<file path="config.mk">
export PLATFORM = sky130hd
export DESIGN_NAME = inj_start_ctrl
export DESIGN_NICKNAME = d
export VERILOG_FILES = /design/src/rtl/inj_start_pkg.sv /design/src/rtl/inj_arm_ctrl.sv /design/src/rtl/inj_cell_seq.sv /design/src/rtl/inj_start_ctrl.sv
export SDC_FILE = /design/constraint.sdc
export NUM_CORES = 1
export LEC_CHECK = 0
export BUFFER_PORTS_ARGS = -buffer_cell sky130_fd_sc_hd__buf_4
export CAP_MARGIN = 25
export CORE_AREA = 2 2 39 41
export DETAILED_ROUTE_END_ITERATION = 6
export DIE_AREA = 0 0 41 43
export PLACE_DENSITY = 0.3
export SLEW_MARGIN = 25
export SYNTH_ARGS = -nofsm -noshare
export SYNTH_HDL_FRONTEND = slang
export SYNTH_SLANG_ARGS = --single-unit
</file>
<file path="constraint.sdc">
create_clock -name clk -period 1.9 [get_ports clk]
set_clock_uncertainty 0.15 [all_clocks]
set_input_delay 0.38 -clock clk [delete_from_list [all_inputs] [get_ports clk]]
set_output_delay 0.38 -clock clk [all_outputs]
set_load 0.005 [all_outputs]
</file>
<file path="src/rtl/inj_start_pkg.sv">
package inj_start_pkg;

  // Strobes from the arming control to the cell sequencing datapath.
  typedef struct packed {
    logic launch;   // issue a start request at the next edge
    logic armed;    // current armed state
  } injStrobe_t;

endpackage

</file>
<file path="src/rtl/inj_arm_ctrl.sv">
module inj_arm_ctrl
  import inj_start_pkg::*;
#(
  parameter int NACK_SRCS = 2
) (
  input  logic                 clk,
  input  logic                 rst_n,
  input  logic                 queueNotEmpty,
  input  logic                 goStrobe,
  input  logic [NACK_SRCS-1:0] nackIn,
  input  logic                 slotFree,
  output injStrobe_t           strb
);

  logic armed;
  logic armedNext;
  logic nackAny;

  assign nackAny = |nackIn;

  // A NACK takes priority over a coincident go strobe.
  always_comb begin
    armedNext = armed;
    if (nackAny)       armedNext = 1'b0;
    else if (goStrobe) armedNext = 1'b1;
  end

  always_ff @(posedge clk) begin
    if (!rst_n) armed <= 1'b0;
    else        armed <= armedNext;
  end

  assign strb.launch = armedNext & queueNotEmpty & slotFree;
  assign strb.armed  = armed;

endmodule

</file>
<file path="src/rtl/inj_cell_seq.sv">
module inj_cell_seq
  import inj_start_pkg::*;
(
  input  logic       clk,
  input  logic       rst_n,
  input  injStrobe_t strb,
  input  logic       cellDone,
  output logic       slotFree,
  output logic       startCell,
  output logic       injArmed
);

  logic inFlight;
  logic startReg;

  // The slot opens when nothing is in flight or the current cell just retired.
  assign slotFree = ~inFlight | cellDone;

  always_ff @(posedge clk) begin
    if (!rst_n) begin
      startReg <= 1'b0;
      inFlight <= 1'b0;
    end else begin
      startReg <= strb.launch;
      inFlight <= strb.launch | (inFlight & ~cellDone);
    end
  end

  assign startCell = startReg;
  assign injArmed  = strb.armed;

endmodule

</file>
<file path="src/rtl/inj_start_ctrl.sv">
module inj_start_ctrl
  import inj_start_pkg::*;
#(
  parameter int NACK_SRCS = 2
) (
  input  logic                 clk,
  input  logic                 rst_n,
  input  logic                 queueNotEmpty,
  input  logic                 goStrobe,
  input  logic [NACK_SRCS-1:0] nackIn,
  input  logic                 cellDone,
  output logic                 startCell,
  output logic                 injArmed
);

  injStrobe_t strb;
  logic       slotFree;

  inj_arm_ctrl #(.NACK_SRCS(NACK_SRCS)) u_ctrl (
    .clk           (clk),
    .rst_n         (rst_n),
    .queueNotEmpty (queueNotEmpty),
    .goStrobe      (goStrobe),
    .nackIn        (nackIn),
    .slotFree      (slotFree),
    .strb          (strb)
  );

  inj_cell_seq u_seq (
    .clk       (clk),
    .rst_n     (rst_n),
    .strb      (strb),
    .cellDone  (cellDone),
    .slotFree  (slotFree),
    .startCell (startCell),
    .injArmed  (injArmed)
  );

endmodule

</file>
==> reports/metrics.csv, run 1 <==
metric,value,unit
outcome,"finished, final reports clean",
Setup crit end kind,output pin,
area delta synth->final,94.4,%
GRT Total Usage,5.51,%
diode count,0,
FP Rows,14,
vias in the first global route,124,
Final Setup Violations,0,
Post-route DRC,0,
Worst path slowest cell,dfxtp_1,
peak fanout along the critical path,2,
"slowest stage delay, CP",330,ps
crit path DAT,670,ps
HP Class,input pin to flop,
setup tns final,0,ps
top_reg_cell synth,dfxtp_1,
Vias/cell,3.32,
Worst Reg-to-Reg Cells,2,
cell with the most instances after synthesis,dfxtp_1,
"Buf+Inv Stages, Crit Path",1,
Leakage,0.0948,nW
Final ANT Viol Nets,0,
register area share after synthesis,53.3,%
IO Count,9,
final period utilization,63.4,%
critical path cell sequence,buf_4,
number of flops mapped to enable cells by yosys,0,
gpl congestion,0.488,
Synth area leaders,"dfxtp_1 (53%), a2111oi_2 (13%), nand3b_1 (6.7%)",
Root Buffer,clkbuf_4,
Iter 0 DRT Violations,3,
share of layout cells above drive strength 1,54.5,%
synthesized flop and latch total,3,
Mapped Area,113,um^2
Post-Synthesis Cells,10,
post-route cell area,219,um^2
Port Buf Inserts,8,
"CP delay by family, top",flip-flops,
Hold WS,189,ps
Avg Synthesized Cell Area,11.3,um^2
CTS sink cnt,3,
VDD IR-drop max,0.000302,V
post-cts resize count,0,
top cell type's share of synthesized area,53.3,%
f_max,830,MHz
filler cell count in the final layout,154,
final wirelength,304,um
TritonCTS buffer count,3,
Tot Pwr,0.196,mW
WHS Path Cells,2,
DR vias,126,
Max-Cap Viols,0,
ys async rst share,0,%
Yosys top cell by area,dfxtp_1,
maximum number of pins on one net before global-route repair,4,
CTS Hold Bufs,0,
Power Density,896,nW/um^2
Syn. warnings,0,
Die Ht,43,um
startpoint class of the critical path,flop,
syn_nets,17,
Synth cell types,8,
antenna violations before repair,0,
Max-slew headroom,80.9,%
CTS tree,done,
clk buf depth,2,
Final Critical Period,1200,ps
WL per Instance,8.00,um
starting density of the core,8.14,%
total global routing overflow,0,
NumNets Final,30,
Placed Instance Area,193,um^2
Post-CTS Setup Inserts,0,
Die W,41,um
core area,1380,um^2
Initial DRT Pass Iterations,2,
later-pin clock latency in the skew report,230,ps
"Slew Viols, Final",0,
CP Class,flop to output pin,
H-tree levels,1,
die area,1760,um^2
first-pass GRT wire length,524,um
final hold vios,0,
worst slew pin tran,287,ps
"Req. time, crit path",1370,ps
Worst-path clk slew,40,ps
WP depth,1,
unrepaired setup endpoints after global routing,no,
-- per-layer routing --
layer  global-route usage (%)  vias up  routed length, um
li1                         -       62                  -
met3                     9.42        0                 87
met2                     4.38       12                 71
met4                     2.00        0                  0
met5                        0        -                  0
met1                     6.39       52                145
-- power breakdown --
group / total [mW] / switching (mW) / internal (mW)
sequential: 0.0658 / 0.000871 / 0.0649
clock: 0.113 / 0.0338 / 0.0787
combinational: 0.0179 / 0.00644 / 0.0114
total: 0.196 / 0.0411 / 0.155
-- final timing paths --
kind                                                start                          to  slack, ps
worst max-delay path              u_ctrl.armed$_SDFF_PN0_                    injArmed        700
worst min-delay path                            nackIn[1]  u_seq.startCell$_SDFF_PN0_        190
worst max register to register    u_ctrl.armed$_SDFF_PN0_   u_seq.inFlight$_SDFF_PN0_        970
worst min register to register  u_seq.inFlight$_SDFF_PN0_  u_seq.startCell$_SDFF_PN0_        300
-- registers in the layout, indices dropped and copies added, names as in the netlist --
signal and cells:
u_seq.startCell 1, u_ctrl.armed 1, u_seq.inFlight 1
-- area by class of cell --
type / count / area [um^2] / share of cell area (%)
Inverter: 1 / 3.75 / 1.71
Sequential cell: 3 / 60.1 / 27.4
Clock buffer: 4 / 26.3 / 12.0
Multi-Input combinational cell: 6 / 48.8 / 22.3
Timing Repair Buffer: 8 / 60.1 / 27.4
Tap cell: 16 / 20.0 / 9.14
-- per-stage QoR --
step / setup slack [ps] / util [%] / std cells
after global placement: 784 / 13.9 / 34
after detailed placement: 759 / 13.9 / 34
after floorplan: 913 / - / 10
final: 696 / 15.8 / 38
after CTS: 692 / 15.8 / 38
after global routing: 646 / 15.8 / 38
-- cells by family after synthesis --
group,after synthesis,synth area share [%]
compound gates,3,26.7
buf+inv,1,3.33
simple gates,3,16.7
flops,3,53.3
-- cells in the final DEF (no fill, tap or decap) --
cell type,count
a2111oi_2,1
buf_4,8
clkbuf_1,1
clkbuf_4,3
dfxtp_1,3
inv_1,1
nand2_1,1
nand3b_1,1
nor3b_1,1
o21bai_1,1
o31ai_1,1
Note: power is estimated with default switching activity, not from simulation.
==> inputs of run 2 (changes only) <==
ABC_AREA = 1   (was unset)
clock period = 1.1 ns   (was 1.9 ns; I/O delays follow)
==> run 2 against run 1 <==
  * Final cell count increased by 16%
  * Register-to-register slack lost 720 ps
  * Critical path depth unchanged
  * Die area unchanged
  * Non-clock buffer count did not move
  * Clock power grew 70%
  * First-iteration DRC count grew to 4.3 times the previous value
  * Critical path type unchanged
  * Critical endpoint unchanged
  * Largest power group unchanged
==> reports/metrics.csv, run 2 <==
metric,value,unit,change
share of layout cells above drive strength 1,42.9,%,-12 points
Synth cell types,8,,unchanged
Final Critical Period,1030,ps,
NumNets Final,36,,+20%
top_reg_cell synth,dfxtp_1,,
die area,1760,um^2,unchanged
DR vias,138,,+9.5%
first-pass GRT wire length,462,um,-12%
Finished Layout Cells,44,,+16%
starting density of the core,8.41,%,+0.27 points
"Slew Viols, Final",0,,unchanged
Yosys top cell by area,dfxtp_1,,
Max-slew headroom,90.8,%,+10 points
Max-Cap Viols,0,,unchanged
final wirelength,292,um,-3.9%
Final ANT Viol Nets,0,,unchanged
outcome,"finished, final reports clean",,
maximum number of pins on one net before global-route repair,4,,unchanged
Root Buffer,clkbuf_4,,
Vias/cell,3.14,,-5.4%
register area share after synthesis,51.6,%,-1.7 points
FP Rows,14,,unchanged
area delta synth->final,91.4,%,
CTS tree,done,,
clk buf depth,2,,unchanged
antenna violations before repair,0,,unchanged
Avg Synthesized Cell Area,7.27,um^2,-35%
core area,1380,um^2,unchanged
Final Setup Violations,0,,unchanged
CTS Hold Bufs,0,,unchanged
CP Class,flop to output pin,,
Die W,41,um,unchanged
Post-Synth XOR/XNOR Area,0,%,unchanged
final hold vios,0,,unchanged
"Req. time, crit path",730,ps,-640 ps
unrepaired setup endpoints after global routing,no,,
top post-synthesis cells by count,"inv_1 (4), dfxtp_1 (3), nand2_1 (3)",,
f_max,974,MHz,
diode count,0,,unchanged
Post-route DRC,0,,unchanged
"slowest stage delay, CP",300,ps,-30 ps
WL per Instance,6.64,um,-17%
Port Buf Inserts,8,,unchanged
Die Ht,43,um,unchanged
mux contribution to synthesized area,0,%,unchanged
total global routing overflow,0,,unchanged
Initial DRT Pass Iterations,4,,+2
VDD IR-drop max,0.000539,V,+78%
top cell type's share of synthesized area,51.6,%,-1.7 points
number of flops mapped to enable cells by yosys,0,,unchanged
cell with the most instances after synthesis,inv_1,,
IO Count,9,,unchanged
"Buf+Inv Stages, Crit Path",1,,unchanged
post-cts resize count,0,,unchanged
critical path cell sequence,buf_4,,
largest family of logic cells by synthesized area,simple AND/OR/NAND/NOR gates,,
Leakage,0.116,nW,+22%
GRT Total Usage,4.51,%,-1.0 points
ys async rst share,0,%,unchanged
worst slew pin tran,136,ps,-150 ps
startpoint class of the critical path,flop,,
Post-Synthesis Cells,16,,+6
"commonest non-fill, non-tap cell in the layout",buf_4,,
Power Density,1500,nW/um^2,+68%
crit path DAT,660,ps,about the same
Synth area leaders,"dfxtp_1 (52%), inv_1 (13%), nand2_1 (9.7%)",,
syn_nets,23,,+6
HP Class,input pin to flop,,
Iter 0 DRT Violations,13,,+10
Setup crit end kind,output pin,,
Worst-path clk slew,40,ps,about the same
most frequent cells in the layout,"buf_4 (8), inv_1 (4), nand2_1 (3), clkbuf_4 (3), dfxtp_1 (3)",,
gpl congestion,0.471,,-3.5%
"CP delay by family, top",flip-flops,,
synthesized flop and latch total,3,,unchanged
CTS sink cnt,3,,unchanged
dpl cells,40,,+18%
Post-CTS Setup Inserts,0,,unchanged
Compound-Gate Fraction of Synth Area,4.30,%,-22 points
setup tns final,0,ps,unchanged
vias in the first global route,126,,+1.6%
TritonCTS buffer count,3,,unchanged
Syn. warnings,0,,unchanged
Mapped Area,116,um^2,+3.3%
Post-Synth Simple-Gate Area,31.2,%,+15 points
H-tree levels,1,,unchanged
Worst path slowest cell,dfxtp_1,,
final period utilization,93.3,%,
adder-cell share of the synthesized area,0,%,unchanged
peak fanout along the critical path,2,,unchanged
later-pin clock latency in the skew report,230,ps,about the same
==> run 2: final cells by class <==
class	count	area (um^2)
Tap cell	16	20.0
Fill cell	165	1160
Sequential cell	3	60.1
Inverter	4	15.0
Clock buffer	4	26.3
Timing Repair Buffer	8	60.1
Multi-Input combinational cell	9	41.3
==> run 2: worst paths after layout <==
check	endpoint	startpoint	cells after the start	slack (ps)
setup / recovery	injArmed	u_ctrl.armed$_SDFF_PN0_	1	70
setup reg to reg	u_seq.startCell$_SDFF_PN0_	u_ctrl.armed$_SDFF_PN0_	4	250
hold reg to reg	u_seq.inFlight$_SDFF_PN0_	u_seq.inFlight$_SDFF_PN0_	4	370
hold / removal	u_seq.inFlight$_SDFF_PN0_	rst_n	3	50
==> run 2: report_power, final <==
| part | switching (mW) | internal, mW | total [mW] |
|---|---|---|---|
| Clock | 0.0559 | 0.136 | 0.192 |
| Combinational | 0.0114 | 0.0188 | 0.0301 |
| Sequential | 0.000880 | 0.112 | 0.113 |
| Total | 0.0681 | 0.267 | 0.335 |
==> run 2: worst register-to-register path: cells and delay by family (launching register included) <==
kind / cells / cell delay (ps)
buffers and inverters: 1 / 40
flip-flops: 1 / 310
AND/OR/NAND/NOR: 3 / 280
==> run 2: metrics by stage <==
stage | cell area, um^2 | setup WS (ps) | utilization, % | hold slack [ps] | total power, mW
after floorplan | 116 | 315 | - | 181 | 0.122
after global placement | 196 | 252 | 14.2 | 287 | 0.145
after detailed placement | 196 | 213 | 14.2 | 293 | 0.145
after CTS | 223 | 61.8 | 16.1 | 49.6 | 0.346
after global routing | 223 | 43.8 | 16.1 | 55.9 | 0.365
final | 223 | 73.4 | 16.1 | 54.2 | 0.335
==> run 2: cell families after synthesis <==
| group | Yosys count |
|---|---|
| AO/OA/AOI/OAI | 1 |
| buffers and inverters | 4 |
| flip-flops | 3 |
| AND/OR/NAND/NOR | 8 |
==> run 2: layer usage <==
| layer | vias up | routed length, um | track usage (%) |
|---|---|---|---|
| li1 | 72 | - | - |
| met1 | 53 | 151 | 5.11 |
| met2 | 13 | 66 | 4.38 |
| met3 | 0 | 74 | 6.28 |
| met4 | 0 | 0 | 2.00 |
| met5 | - | 0 | 0 |
==> inputs of run 3 (changes only) <==
ABC_AREA = unset   (was 1)
CAP_MARGIN = unset   (was 25)
==> run 3 against run 2 <==
  * Non-clock buffer count is the same
  * Hold slack lost 26 ps
  * Combinational power grew 1%
  * Sequential cell count is the same
  * Critical path type unchanged
  * Highest routed layer unchanged
==> reports/metrics.csv, run 3 (same netlist as run 1, synthesis figures left out) <==
metric,value,unit,change
Root Buffer,clkbuf_4,,
crit path DAT,660,ps,about the same
antenna violations before repair,0,,unchanged
vias in the first global route,99,,-21%
share of layout cells above drive strength 1,54.5,%,+12 points
TritonCTS buffer count,3,,unchanged
Sequential Power Share,33.6,%,-0.2 points
Placement Setup Slack,102,ps,-111 ps
DR vias,113,,-18%
min-delay src,nackIn[1],,
Worst-path clk slew,40,ps,about the same
NumNets Final,30,,-17%
total global routing overflow,0,,unchanged
Worst path slowest cell,dfxtp_1,,
Sw Pwr,0.0700,mW,+2.7%
H-tree levels,1,,unchanged
VDD IR-drop max,0.000480,V,-11%
maximum number of pins on one net before global-route repair,4,,unchanged
CTS sink cnt,3,,unchanged
setup slack after layout,66.7,ps,-6.69 ps
starting density of the core,8.14,%,-0.27 points
CP Class,flop to output pin,,
Placed Instance Area,193,um^2,-1.9%
diode count,0,,unchanged
critical path cell sequence,buf_4,,
clock power share,57.4,%,+0.2 points
post-cts resize count,0,,unchanged
Worst R2R Start,u_ctrl.armed$_SDFF_PN0_,,
Max-Cap Viols,0,,unchanged
Leakage,0.0948,nW,-18%
Internal,0.268,mW,+0.38%
Setup crit end kind,output pin,,
Die W,41,um,unchanged
Iter 0 DRT Violations,4,,-9
Comb power frac,9.0,%,about the same
Post-CTS Setup Inserts,0,,unchanged
Initial DRT Pass Iterations,2,,-2
die area,1760,um^2,unchanged
final hold vios,0,,unchanged
Post-route DRC,0,,unchanged
most frequent cells in the layout,"buf_4 (8), clkbuf_4 (3), dfxtp_1 (3)",,
Worst Reg-to-Reg Cells,2,,-2
"slowest stage delay, CP",320,ps,+20 ps
Hold Path Sink,u_seq.startCell$_SDFF_PN0_,,
"Buf+Inv Stages, Crit Path",1,,unchanged
IO Count,9,,unchanged
Final ANT Viol Nets,0,,unchanged
"Req. time, crit path",730,ps,about the same
Die Ht,43,um,unchanged
R2R setup slack,190,ps,-60 ps
FF-to-FF End,u_seq.inFlight$_SDFF_PN0_,,
"Slew Viols, Final",0,,unchanged
final period utilization,93.9,%,+0.61 points
HP Class,input pin to flop,,
FP Rows,14,,unchanged
clk buf depth,2,,unchanged
Port Buf Inserts,8,,unchanged
WL per Instance,7.55,um,+14%
Power Density,1540,nW/um^2,+2.6%
first-pass GRT wire length,407,um,-12%
area delta synth->final,94.4,%,
CTS tree,done,,
Final Critical Period,1030,ps,+6.69 ps
"CP delay by family, top",flip-flops,,
Vias/cell,2.97,,-5.2%
f_max,968,MHz,-0.65%
GRT Total Usage,4.31,%,-0.20 points
sw frac,20.7,%,+0.38 points
WHS Path Cells,2,,-1
Final Setup Violations,0,,unchanged
Max-slew headroom,81.7,%,-9.1 points
core area,1380,um^2,unchanged
CTS Hold Bufs,0,,unchanged
setup tns final,0,ps,unchanged
post-route cell area,219,um^2,-1.7%
"commonest non-fill, non-tap cell in the layout",buf_4,,
gpl congestion,0.491,,+4.2%
final wirelength,287,um,-1.7%
unrepaired setup endpoints after global routing,no,,
startpoint class of the critical path,flop,,
worst slew pin tran,274,ps,+137 ps
outcome,"finished, final reports clean",,
later-pin clock latency in the skew report,230,ps,about the same
peak fanout along the critical path,2,,unchanged
## run 3: final cells by class
| type | count | area (um^2) |
|---|---|---|
| Multi-Input combinational cell | 6 | 48.8 |
| Tap cell | 16 | 20.0 |
| Sequential cell | 3 | 60.1 |
| Clock buffer | 4 | 26.3 |
| Fill cell | 155 | 1160 |
| Timing Repair Buffer | 8 | 60.1 |
| Inverter | 1 | 3.75 |
## run 3: power by group through the flow
stage | registers (mW) | logic, mW | clock network (mW)
after floorplan | 0.115 | 0.00846 | 0
after global placement | 0.115 | 0.0307 | 0
after detailed placement | 0.115 | 0.0307 | 0
after CTS | 0.113 | 0.0309 | 0.205
after global routing | 0.114 | 0.0335 | 0.217
final | 0.113 | 0.0305 | 0.194
## run 3: per-layer routing
metal  part of all wire [%]  wire (um)  global-route usage, %  up-vias
met5                      0          0                      0        -
met4                      0          0                      0        0
met3                     30         87                   9.95        0
met2                     20         57                   2.81       11
met1                     49        142                   4.79       41
li1                       -          -                      -       61
## run 3: worst max-delay path by stage
stage,to,startpoint,slack (ps),cells after the start
4_1_cts,injArmed,u_ctrl.armed$_SDFF_PN0_,50,1
3_5_place_dp,u_seq.startCell$_SDFF_PN0_,nackIn[0],100,3
3_3_place_gp,u_seq.startCell$_SDFF_PN0_,nackIn[0],120,3
5_1_grt,injArmed,u_ctrl.armed$_SDFF_PN0_,10,1
6_report,injArmed,u_ctrl.armed$_SDFF_PN0_,70,1
2_1_floorplan,u_seq.inFlight$_SDFF_PN0_,u_ctrl.armed$_SDFF_PN0_,240,2
## run 3: through the flow
| step | hold WS, ps | util [%] | cells | total power [mW] |
|---|---|---|---|---|
| 2_1_floorplan | 146 | - | 10 | 0.124 |
| 3_3_place_gp | 270 | 13.9 | 34 | 0.146 |
| 5_1_grt | 15.4 | 15.8 | 38 | 0.365 |
| 6_report | 28.4 | 15.8 | 38 | 0.338 |
| 4_1_cts | 18.9 | 15.8 | 38 | 0.349 |
| 3_5_place_dp | 267 | 13.9 | 34 | 0.146 |
